## src/rtl/vc_pkg.sv

```systemverilog
package vc_pkg;
  localparam int VC_MAXW = 64;

  // Index of the lowest set bit; 0 when no bit is set.
  function automatic int vc_first_set(input logic [VC_MAXW-1:0] v);
    int r;
    r = 0;
    for (int i = VC_MAXW - 1; i >= 0; i--) begin
      if (v[i]) r = i;
    end
    return r;
  endfunction
endpackage

```

## src/rtl/vc_store.sv

```systemverilog
module vc_store #(
  parameter int WIDTH   = 16,
  parameter int ENTRIES = 8,
  localparam int IW = (ENTRIES > 1) ? $clog2(ENTRIES) : 1
) (
  input  logic             clk,
  input  logic             rst_n,
  input  logic             ins_en,
  input  logic [WIDTH-1:0] ins_word,
  output logic [WIDTH-1:0] ent_o [ENTRIES],
  output logic [ENTRIES-1:0] vld_o,
  output logic [IW-1:0]    ptr_o
);
  logic [IW-1:0] ptr_next;
  assign ptr_next = (ptr_o == IW'(ENTRIES - 1)) ? '0 : ptr_o + IW'(1);

  always_ff @(posedge clk) begin
    if (!rst_n) ptr_o <= '0;
    else if (ins_en) ptr_o <= ptr_next;
  end

  for (genvar g = 0; g < ENTRIES; g++) begin : g_slot
    always_ff @(posedge clk) begin
      if (!rst_n) begin
        vld_o[g] <= 1'b0;
        ent_o[g] <= '0;
      end else if (ins_en && ptr_o == IW'(g)) begin
        vld_o[g] <= 1'b1;
        ent_o[g] <= ins_word;
      end
    end
  end

  // without an insertion the pointer and the valid flags stay put
  assert_hold_on_hit_R6: assert property (@(posedge clk) disable iff (!rst_n)
    !ins_en |=> $stable(ptr_o) && $stable(vld_o));
  // an insertion fills the slot the pointer named
  assert_insert_slot_R5: assert property (@(posedge clk) disable iff (!rst_n)
    ins_en |=> vld_o[$past(ptr_o)] && ent_o[$past(ptr_o)] == $past(ins_word));
endmodule

```

## src/rtl/vc_tx.sv

```systemverilog
module vc_tx
  import vc_pkg::*;
#(
  parameter int WIDTH   = 16,
  parameter int ENTRIES = 8,
  localparam int IW = (ENTRIES > 1) ? $clog2(ENTRIES) : 1
) (
  input  logic             clk,
  input  logic             rst_n,
  input  logic             in_valid,
  input  logic [WIDTH-1:0] in_data,
  output logic             bus_valid,
  output logic             bus_hit,
  output logic [WIDTH-1:0] bus_data,
  output logic [IW-1:0]    ptr_o
);
  logic [WIDTH-1:0]   ent [ENTRIES];
  logic [ENTRIES-1:0] vld;
  logic [ENTRIES-1:0] match;
  logic               hit_w;
  logic [IW-1:0]      hit_idx;
  logic               ins_w;

  vc_store #(.WIDTH(WIDTH), .ENTRIES(ENTRIES)) u_store (
    .clk(clk), .rst_n(rst_n), .ins_en(ins_w), .ins_word(in_data),
    .ent_o(ent), .vld_o(vld), .ptr_o(ptr_o)
  );

  for (genvar g = 0; g < ENTRIES; g++) begin : g_cmp
    assign match[g] = vld[g] && (ent[g] == in_data);
  end

  assign hit_w   = |match;
  assign hit_idx = IW'(vc_first_set(VC_MAXW'(match)));
  assign ins_w   = in_valid && !hit_w;

  always_ff @(posedge clk) begin
    if (!rst_n) begin
      bus_valid <= 1'b0;
      bus_hit   <= 1'b0;
      bus_data  <= '0;
    end else begin
      bus_valid <= in_valid;
      if (in_valid) begin
        bus_hit  <= hit_w;
        bus_data <= hit_w ? (bus_data ^ (WIDTH'(1) << hit_idx)) : in_data;
      end
    end
  end

  // a word is never held in two slots
  assert_single_match_R3: assert property (@(posedge clk) disable iff (!rst_n)
    $onehot0(match));
  // a hit flips exactly one line
  assert_hit_one_line_R3: assert property (@(posedge clk) disable iff (!rst_n)
    in_valid && hit_w |=> bus_hit && $countones(bus_data ^ $past(bus_data)) == 1);
  // a miss puts the full word on the lines
  assert_miss_full_R4: assert property (@(posedge clk) disable iff (!rst_n)
    in_valid && !hit_w |=> !bus_hit && bus_data == $past(in_data));
  // idle cycles leave the lines alone
  assert_idle_hold_R7: assert property (@(posedge clk) disable iff (!rst_n)
    !in_valid |=> !bus_valid && $stable(bus_data));
endmodule

```

## src/rtl/vc_rx.sv

```systemverilog
module vc_rx
  import vc_pkg::*;
#(
  parameter int WIDTH   = 16,
  parameter int ENTRIES = 8,
  localparam int IW = (ENTRIES > 1) ? $clog2(ENTRIES) : 1
) (
  input  logic             clk,
  input  logic             rst_n,
  input  logic             bus_valid,
  input  logic             bus_hit,
  input  logic [WIDTH-1:0] bus_data,
  output logic             out_valid,
  output logic [WIDTH-1:0] out_data,
  output logic [IW-1:0]    ptr_o
);
  logic [WIDTH-1:0]   ent [ENTRIES];
  logic [ENTRIES-1:0] vld;
  logic [WIDTH-1:0]   prev_lines;
  logic [WIDTH-1:0]   flipped;
  logic [IW-1:0]      sel_idx;
  logic               ins_w;

  vc_store #(.WIDTH(WIDTH), .ENTRIES(ENTRIES)) u_store (
    .clk(clk), .rst_n(rst_n), .ins_en(ins_w), .ins_word(bus_data),
    .ent_o(ent), .vld_o(vld), .ptr_o(ptr_o)
  );

  assign flipped = bus_data ^ prev_lines;
  assign sel_idx = IW'(vc_first_set(VC_MAXW'(flipped)));
  assign ins_w   = bus_valid && !bus_hit;

  always_ff @(posedge clk) begin
    if (!rst_n) begin
      out_valid  <= 1'b0;
      out_data   <= '0;
      prev_lines <= '0;
    end else begin
      out_valid <= bus_valid;
      if (bus_valid) begin
        prev_lines <= bus_data;
        out_data   <= bus_hit ? ent[sel_idx] : bus_data;
      end
    end
  end

  // an index transfer flips one line, and that line names a filled slot
  assert_rx_one_line_R3: assert property (@(posedge clk) disable iff (!rst_n)
    bus_valid && bus_hit |-> $countones(flipped) == 1 && vld[sel_idx]);
  // a transfer yields an output word one cycle later
  assert_rx_valid_R1: assert property (@(posedge clk) disable iff (!rst_n)
    bus_valid |=> out_valid);
endmodule

```

## src/rtl/vcache_link.sv

```systemverilog
module vcache_link #(
  parameter int WIDTH   = 16,
  parameter int ENTRIES = 8,
  localparam int IW = (ENTRIES > 1) ? $clog2(ENTRIES) : 1
) (
  input  logic             clk,
  input  logic             rst_n,
  input  logic             in_valid,
  input  logic [WIDTH-1:0] in_data,
  output logic             bus_valid,
  output logic             bus_hit,
  output logic [WIDTH-1:0] bus_data,
  output logic             out_valid,
  output logic [WIDTH-1:0] out_data
);
  if (ENTRIES > WIDTH || ENTRIES < 1) begin : g_bad_cfg
    $error("vcache_link: ENTRIES must be between 1 and WIDTH");
  end

  logic [IW-1:0] tx_ptr;
  logic [IW-1:0] rx_ptr;

  vc_tx #(.WIDTH(WIDTH), .ENTRIES(ENTRIES)) u_tx (
    .clk(clk), .rst_n(rst_n), .in_valid(in_valid), .in_data(in_data),
    .bus_valid(bus_valid), .bus_hit(bus_hit), .bus_data(bus_data), .ptr_o(tx_ptr)
  );

  vc_rx #(.WIDTH(WIDTH), .ENTRIES(ENTRIES)) u_rx (
    .clk(clk), .rst_n(rst_n), .bus_valid(bus_valid), .bus_hit(bus_hit),
    .bus_data(bus_data), .out_valid(out_valid), .out_data(out_data), .ptr_o(rx_ptr)
  );

  // the receiver pointer follows the sender pointer one cycle behind
  assert_lockstep_R5: assert property (@(posedge clk) disable iff (!rst_n)
    rx_ptr == $past(tx_ptr));
  // output words come two cycles after input words
  assert_latency_R1: assert property (@(posedge clk) disable iff (!rst_n)
    $past(rst_n) && $past(in_valid) |=> out_valid && out_data == $past(in_data, 2));
endmodule

```

## config.mk

```make
export PLATFORM = sky130hd
export DESIGN_NAME = vcache_link
export DESIGN_NICKNAME = d
export VERILOG_FILES = /design/src/rtl/vc_pkg.sv /design/src/rtl/vc_store.sv /design/src/rtl/vc_tx.sv /design/src/rtl/vc_rx.sv /design/src/rtl/vcache_link.sv
export SDC_FILE = /design/constraint.sdc
export NUM_CORES = 1
export LEC_CHECK = 0
export BUFFER_PORTS_ARGS = -buffer_cell sky130_fd_sc_hd__buf_2
export CAP_MARGIN = 0
export CELL_PAD_IN_SITES_DETAIL_PLACEMENT = 1
export CELL_PAD_IN_SITES_GLOBAL_PLACEMENT = 1
export CORE_ASPECT_RATIO = 1.75
export CORE_UTILIZATION = 23
export DETAILED_ROUTE_END_ITERATION = 16
export PLACE_DENSITY_LB_ADDON = 0.1
export SLEW_MARGIN = 5
export SYNTH_ARGS = -nofsm -noshare
export SYNTH_HDL_FRONTEND = slang
export SYNTH_SLANG_ARGS = --single-unit
```

## constraint.sdc

```tcl
create_clock -name clk -period 2.45 [get_ports clk]
set_input_delay 0.49 -clock clk [delete_from_list [all_inputs] [get_ports clk]]
set_output_delay 0.49 -clock clk [all_outputs]
set_load 0.05 [all_outputs]
```

==> results of run 1 <==
power by group through the flow:
stage	clock network, W	logic, W	registers (W)
global placement	0	0.00180	0.00550
floorplan	0	0.000938	0.00557
CTS	0.00637	0.00197	0.00538
global route	0.00654	0.00219	0.00540
finish	0.00614	0.00205	0.00539
detailed placement	0	0.00180	0.00550
synthesized netlist by cell type, types with 3 or more instances:
master    count  share of area [%]
buf_1        15               0.37
dfxtp_1     321                 42
and3_1       14               0.57
mux2i_1      80                5.2
buf_4        19               0.94
and2_1       13               0.53
nor4_2        3               0.25
xor2_1       68                3.9
nor3_1        6               0.20
o211ai_1     17               0.84
a21oi_1     268                8.8
nand2b_1      9               0.37
a211oi_1      3               0.15
o22a_1       15               0.86
nand3_1     118                3.9
nand3_2       7               0.46
nor4_1       21               0.86
buf_6        11               0.81
buf_2        40                1.3
o21ai_0     111                3.6
nor2b_1      19               0.78
mux4_2       16                2.4
a31oi_1       4               0.16
nand4_1      16               0.66
clkbuf_1     94                2.3
ha_1         12               0.98
nand2_1     343                8.4
inv_1        13               0.32
xnor2_1      78                4.5
nor2_1       32               0.79
what timing repair did:
action | CTS | global route
resized for setup | 56 | 127
buffers inserted | 7 | 6
cloned | 4 | 16
pin swaps | 15 | 89
endpoints found under the setup margin | 172 | 168
worst min path at each step:
stage | endpoint | cells past startpoint | slack (ns)
after CTS | u_tx.u_store.ent_o[40] | 3 | 0.26
after detailed placement | u_tx.u_store.vld_o[3] | 2 | 0.45
after floorplan | u_tx.u_store.vld_o[3] | 2 | 0.43
after global routing | u_tx.u_store.ent_o[43] | 3 | 0.31
after global placement | u_rx.u_store.ent_o[55] | 2 | 0.44
final | u_tx.u_store.ent_o[43] | 3 | 0.30
worst max-delay path: cells and delay by family (launching register included):
family	cells	cell delay [ns]
simple gates	1	0.09
compound gates	4	0.87
xor+xnor	1	0.20
flops	1	0.35
buf+inv	2	0.34
mux	1	0.51
sequential cells by signal, summed over array words and instances, names as in the netlist:
| signal | cells |
|---|---|
| u_rx.out_data | 16 |
| u_tx.bus_data | 16 |
| u_rx.out_valid | 1 |
| u_tx.u_store.ptr_o | 3 |
| u_tx.bus_valid | 1 |
| u_rx.prev_lines | 16 |
| u_tx.u_store.vld_o | 8 |
| u_rx.u_store.ent_o | 128 |
| u_tx.bus_hit | 1 |
| u_tx.u_store.ent_o | 128 |
| u_rx.u_store.ptr_o | 3 |
per-layer routing:
| layer | vias up | global-route usage, % |
|---|---|---|
| li1 | 6591 | - |
| met1 | 6667 | 18.3 |
| met2 | 135 | 35.9 |
| met3 | 77 | 2.69 |
| met4 | 0 | 4.97 |
| met5 | - | 0 |
cell families (layout without fill, tap and decap cells):
group | after synthesis | count (layout) | synth area share, %
buf+inv | 194 | 376 | 6.22
flops | 321 | 321 | 42.1
compound gates | 450 | 450 | 16.4
fa+ha+maj | 12 | 12 | 0.984
mux | 97 | 97 | 7.69
simple gates | 609 | 610 | 18.2
xor+xnor | 146 | 146 | 8.38
cell type report:
| class | count | area [um2] | share of cell area, % |
|---|---|---|---|
| multi-input cells | 1315 | 8350 | 41.2 |
| flip-flops and latches | 321 | 6450 | 31.8 |
| repair buffers | 294 | 3020 | 14.9 |
| well taps | 882 | 1100 | 5.44 |
| clock buffers | 54 | 1090 | 5.38 |
| clock inverters | 14 | 219 | 1.08 |
| inverters | 14 | 60.1 | 0.296 |
per-stage QoR:
stage,TNS [ns],utilization [%],instances,hold slack (ns)
3_5_place_dp,-119.80,27.4,2795,0.447
6_report,-0.0159,31.0,2894,0.298
4_1_cts,-0.491,30.0,2874,0.265
5_1_grt,-3.15,31.0,2894,0.305
2_1_floorplan,0,-,1829,0.426
3_3_place_gp,-122.99,27.4,2795,0.439
==> qor.txt, run 1 <==
Status = complete, but fails checks
Failing checks = negative setup slack
CP required = 2.90 ns
CTS tree = done
Worst skew pair latency = 0.57 ns
Pleak = 7.48 nW
Wl on met1 = 23,300 um
Yosys cell types = 64
Antenna viol nets, final = 0
Initial Utilization = 23.3%
Endpoints failing setup = 1
Final Critical Period = 2.47 ns
Top routing layer used = met4
Combinational share of power = 15.1%
GRT overflow = 0
Layout cells sized above 1 = 23.9%
H-tree depth = 2
Worst vdd ir = 0.501 mV
Sequential power share = 39.7%
Post-DP HPWL = 41,600 um
Net Sw Frac = 27.6%
DIE AREA = 67,400 um2
Worst Tran Pin Value = 0.576 ns
Critical path class = register to register
Design Power = 0.0136 W
IO Count = 54
Seq cells post-synth = 321
Met2 wire length = 34,900 um
CP peak stage delay = 0.51 ns
Final Max Tran Viols = 0
Post-Syn Instances = 1,829
Fin. Hold Viols = 0
CP cell instances = xor2_2 -> a211o_1 -> a31o_4 -> a32oi_4 -> buf_4 -> clkbuf_16 -> mux4_2 -> nand2_2 -> o211ai_1
RSZ-0062 raised after global routing = yes
CTS buffer count = 38
Final instance area = 20,300 um2
Clock root buffer = clkbuf_16
Max-cap violations = 0
DR WL met3 = 1530 um
Die width = 197 um
Max stage delay cell, worst path = mux4_2
Pint = 0.00984 W
Pin count of the biggest net entering global routing = 69
Crit-path max FO = 5
Commonest non-fill, non-tap cell in the layout = nand2_1
Post-synth ARST share = 0%
Via count = 13,470
Pwr Density = 669 nW/um2
Drt pass-1 iters = 4
Dpl ws = -0.894 ns
Net Sw Power = 0.00374 W
R2R cell count = 9
Fin nets = 2,015
Worst Path Arrival = 2.92 ns
CP endpoint = u_rx.out_data[4]
Fin worst setup slack = -0.0159 ns
Vias/cell = 4.65
Starting DRT DRC Count = 452
Routed WL = 61,300 um
Layout area overhead = 33.0%
Area of the core = 65,500 um2
Mean Syn Cell Area = 8.34 um2
IO buf count = 53
Antenna violations before repair = 0
Number of global-route vias before repair = 14,250
Achievable Freq = 406 MHz
Per-cell routed wire length = 21.2 um
Beginning of the critical path = u_tx.bus_data[15]
HP Class = primary input to register
# hold bufs at CTS = 0
Ant diodes = 0
Syn_nets = 1,860
Most common flop cell mapped by yosys = dfxtp_1
Fill count = 7,705
Period utilization = 101%
Area post-placement = 17,900 um2
Crit start category = register
Worst R2R End = u_rx.out_data[4]
Global-route wire length before repair = 89,900 um
Flop2flop setup slack = -0.02 ns
Clk sinks = 321
GRT Total Usage = 17.7%
Max Buffers Root-to-Sink = 3
Sequential share of the synthesized area = 42.1%
Relative slew margins = 61.5%
Post-synth EDFFs = 0
Ys Warns = 0
Vert. Die Dim = 343 um
CP endpoint kind = register
Worst hold path startpoint = in_data[11]
Mapped Area = 15,300 um2
Reg2reg start = u_tx.bus_data[15]
Routability cong. = 0.772
Max Clock Skew = 0.0152 ns
Most frequent cells in the layout = nand2_1 (330), dfxtp_1 (306), a21oi_1 (264), buf_4 (165), nand3_1 (116)
Worst-path clk slew = 0.07 ns
Row count = 124
Clk pwr share = 45.2%
DRC viols = 0
Power figures use the tool's default switching activity.
==> inputs of run 2 (changes only) <==
--- a/config.mk
+++ b/config.mk
@@ -10,8 +10,9 @@
 export CELL_PAD_IN_SITES_DETAIL_PLACEMENT = 1
 export CELL_PAD_IN_SITES_GLOBAL_PLACEMENT = 1
 export CORE_ASPECT_RATIO = 1.75
-export CORE_UTILIZATION = 23
+export CORE_UTILIZATION = 43
 export DETAILED_ROUTE_END_ITERATION = 16
+export MAX_ROUTING_LAYER = met4
 export PLACE_DENSITY_LB_ADDON = 0.1
 export SLEW_MARGIN = 5
 export SYNTH_ARGS = -nofsm -noshare
==> run 2 against run 1 <==
Compared with the run above:
- the run still ends with negative setup slack left
- combinational power down 7%
- sequential share of layout area up 2.0 points
- worst setup slack better by 0.015 ns
- register-to-register slack better by 0.02 ns
- sequential power about the same
- clock skew about the same
- clock power down 11%
- global-route usage up 13 points
- critical path depth unchanged
- cell count down 16%
- largest power group unchanged
- highest routed layer unchanged
==> qor.txt, run 2 (synthesized netlist as in run 1, its figures left out) <==
Status = complete, but fails checks
Failing checks = negative setup slack
Achievable Freq = 408 MHz (+0.62%)
Design Power = 0.0128 W (-6.1%)
CP endpoint kind = register
Vert. Die Dim = 251 um (-27%)
IO buf count = 53 (unchanged)
Per-cell routed wire length = 22.3 um (+5.3%)
Via count = 13,972 (+3.7%)
Pwr Density = 668 nW/um2 (-0.16%)
Worst-path clk slew = 0.06 ns (about the same)
Clk sinks = 321 (unchanged)
DRC viols = 0 (unchanged)
Number of global-route vias before repair = 14,807 (+3.9%)
Pleak = 7.22 nW (-3.4%)
Crit start category = register
Max Buffers Root-to-Sink = 3 (unchanged)
Starting DRT DRC Count = 578 (+28%)
Worst vdd ir = 0.606 mV (+21%)
Pint = 0.00936 W (-4.9%)
GRT overflow = 0 (unchanged)
Drt pass-1 iters = 5 (+1)
Routability cong. = 0.844 (+9.3%)
CTS tree = done
Setup TNS = -0.000773 ns (+0.0152 ns)
GRT Total Usage = 30.7% (+13 points)
H-tree depth = 2 (unchanged)
Crit-path max FO = 6 (+1)
Net Sw Power = 0.00340 W (-9.3%)
Critical path class = register to register
Clk pwr share = 42.8% (-2.4 points)
Final Max Tran Viols = 0 (unchanged)
Pin count of the biggest net entering global routing = 61 (-12%)
HP Class = primary input to register
Worst hold margin = 0.320 ns (+0.0217 ns)
Fin. Hold Viols = 0 (unchanged)
Top flop regs = u_rx.u_store.ent_o x128, u_tx.u_store.ent_o x128
Worst skew pair latency = 0.53 ns (-0.04 ns)
Final Critical Period = 2.45 ns (-0.0152 ns)
Vias/cell = 5.72 (+23%)
Period utilization = 100% (-0.62 points)
Commonest non-fill, non-tap cell in the layout = nand2_1
Max Clock Skew = 0.0154 ns (+0.000110 ns)
Combinational share of power = 15.0% (about the same)
Worst Tran Pin Value = 0.796 ns (+0.221 ns)
Antenna violations before repair = 1 (+1)
Post-layout util = 55.0% (+24 points)
Layout area overhead = 25.1%
Post-DP HPWL = 36,900 um (-11%)
DIE AREA = 36,300 um2 (-46%)
Fin nets = 1,988 (-1.3%)
Routed WL = 54,500 um (-11%)
Clock root buffer = clkbuf_16
Worst Path Arrival = 2.86 ns (-0.06 ns)
Layout cells sized above 1 = 21.5% (-2.4 points)
Most frequent cells in the layout = nand2_1 (334), dfxtp_1 (304), a21oi_1 (264), buf_4 (161), nand3_1 (115)
IO Count = 54 (unchanged)
Area of the core = 34,700 um2 (-47%)
Fill count = 4,080 (-47%)
Global-route wire length before repair = 82,300 um (-8.5%)
Fin worst setup slack = -0.000773 ns (+0.0152 ns)
Die width = 144 um (-27%)
Initial Utilization = 44.0% (+21 points)
# hold bufs at CTS = 0 (unchanged)
CP required = 2.86 ns (-0.04 ns)
RSZ-0062 raised after global routing = yes
Row count = 90 (-27%)
CTS buffer count = 34 (-11%)
Net Sw Frac = 26.6% (-0.93 points)
Flop2flop setup slack = -0.0008 ns (+0.02 ns)
Max-cap violations = 0 (unchanged)
Relative slew margins = 46.8% (-15 points)
Antenna viol nets, final = 0 (unchanged)
Endpoints failing setup = 1 (unchanged)
Sequential power share = 42.3% (+2.6 points)
[run 2: cell count changes in the layout (fill, tap and decap cells not counted), sizes merged]
cell,before,now
clkinvlp,2,1
inv,16,15
nor3,8,7
diode,0,1
bufinv,5,3
clkinv,5,6
clkbuf,67,56
buf,281,266
[run 2: per-layer routing]
metal / vias to the layer above / track usage [%] / routed length, um
met5: - / - / 0
met4: 0 / 17.6 / 3420
met3: 175 / 3.56 / 1520
met2: 306 / 57.5 / 30300
met1: 6992 / 29.5 / 19300
li1: 6499 / - / -
[run 2: what timing repair did]
item,CTS,global route
gates cloned,4,6
setup buffers,7,5
pin swaps,10,26
resized for setup,26,50
setup endpoints to repair,171,136
[run 2: final cells by class]
cell class / instances / area, um2 / area share (%)
repair buffers: 272 / 2630 / 13.8
clock buffers: 50 / 1020 / 5.37
diodes: 1 / 2.50 / 0.0131
clock inverters: 11 / 139 / 0.728
well taps: 460 / 576 / 3.02
multi-input cells: 1314 / 8200 / 43.0
flip-flops and latches: 321 / 6460 / 33.8
inverters: 14 / 60.1 / 0.315
[run 2: worst paths after layout]
path | to | from | cells past startpoint
setup reg to reg | u_rx.out_data[6] | u_rx.prev_lines[12] | 9
hold / removal | u_tx.u_store.ent_o[45] | in_data[13] | 3
hold reg to reg | u_rx.u_store.ent_o[14] | u_rx.u_store.ent_o[14] | 2
setup / recovery | u_rx.out_data[6] | u_rx.prev_lines[12] | 9
[run 2: power groups by stage]
stage | clock network, W | logic [W] | registers (W)
final | 0.00546 | 0.00191 | 0.00539
after global routing | 0.00576 | 0.00200 | 0.00540
after CTS | 0.00556 | 0.00181 | 0.00538
after detailed placement | 0 | 0.00167 | 0.00550
after global placement | 0 | 0.00164 | 0.00550
after floorplan | 0 | 0.000938 | 0.00557
[run 2: through the flow]
stage | cells | area, um2 | worst slack [ns]
after floorplan | 1829 | 15300 | 0.00125
after global placement | 2361 | 17200 | -0.698
after detailed placement | 2361 | 17200 | -0.750
after CTS | 2433 | 18700 | 0.000183
after global routing | 2443 | 19100 | -0.0687
final | 2443 | 19100 | -0.000773
[run 2: critical path, cell delays in order (launching register included)]
cell and delay, ns:
dfxtp_1 0.35, xor2_1 0.31, nand2b_1 0.13, a31o_4 0.28, a32oi_4 0.26, buf_6 0.15
clkbuf_16 0.16, mux4_2 0.51, nand2_1 0.10, o211ai_1 0.09
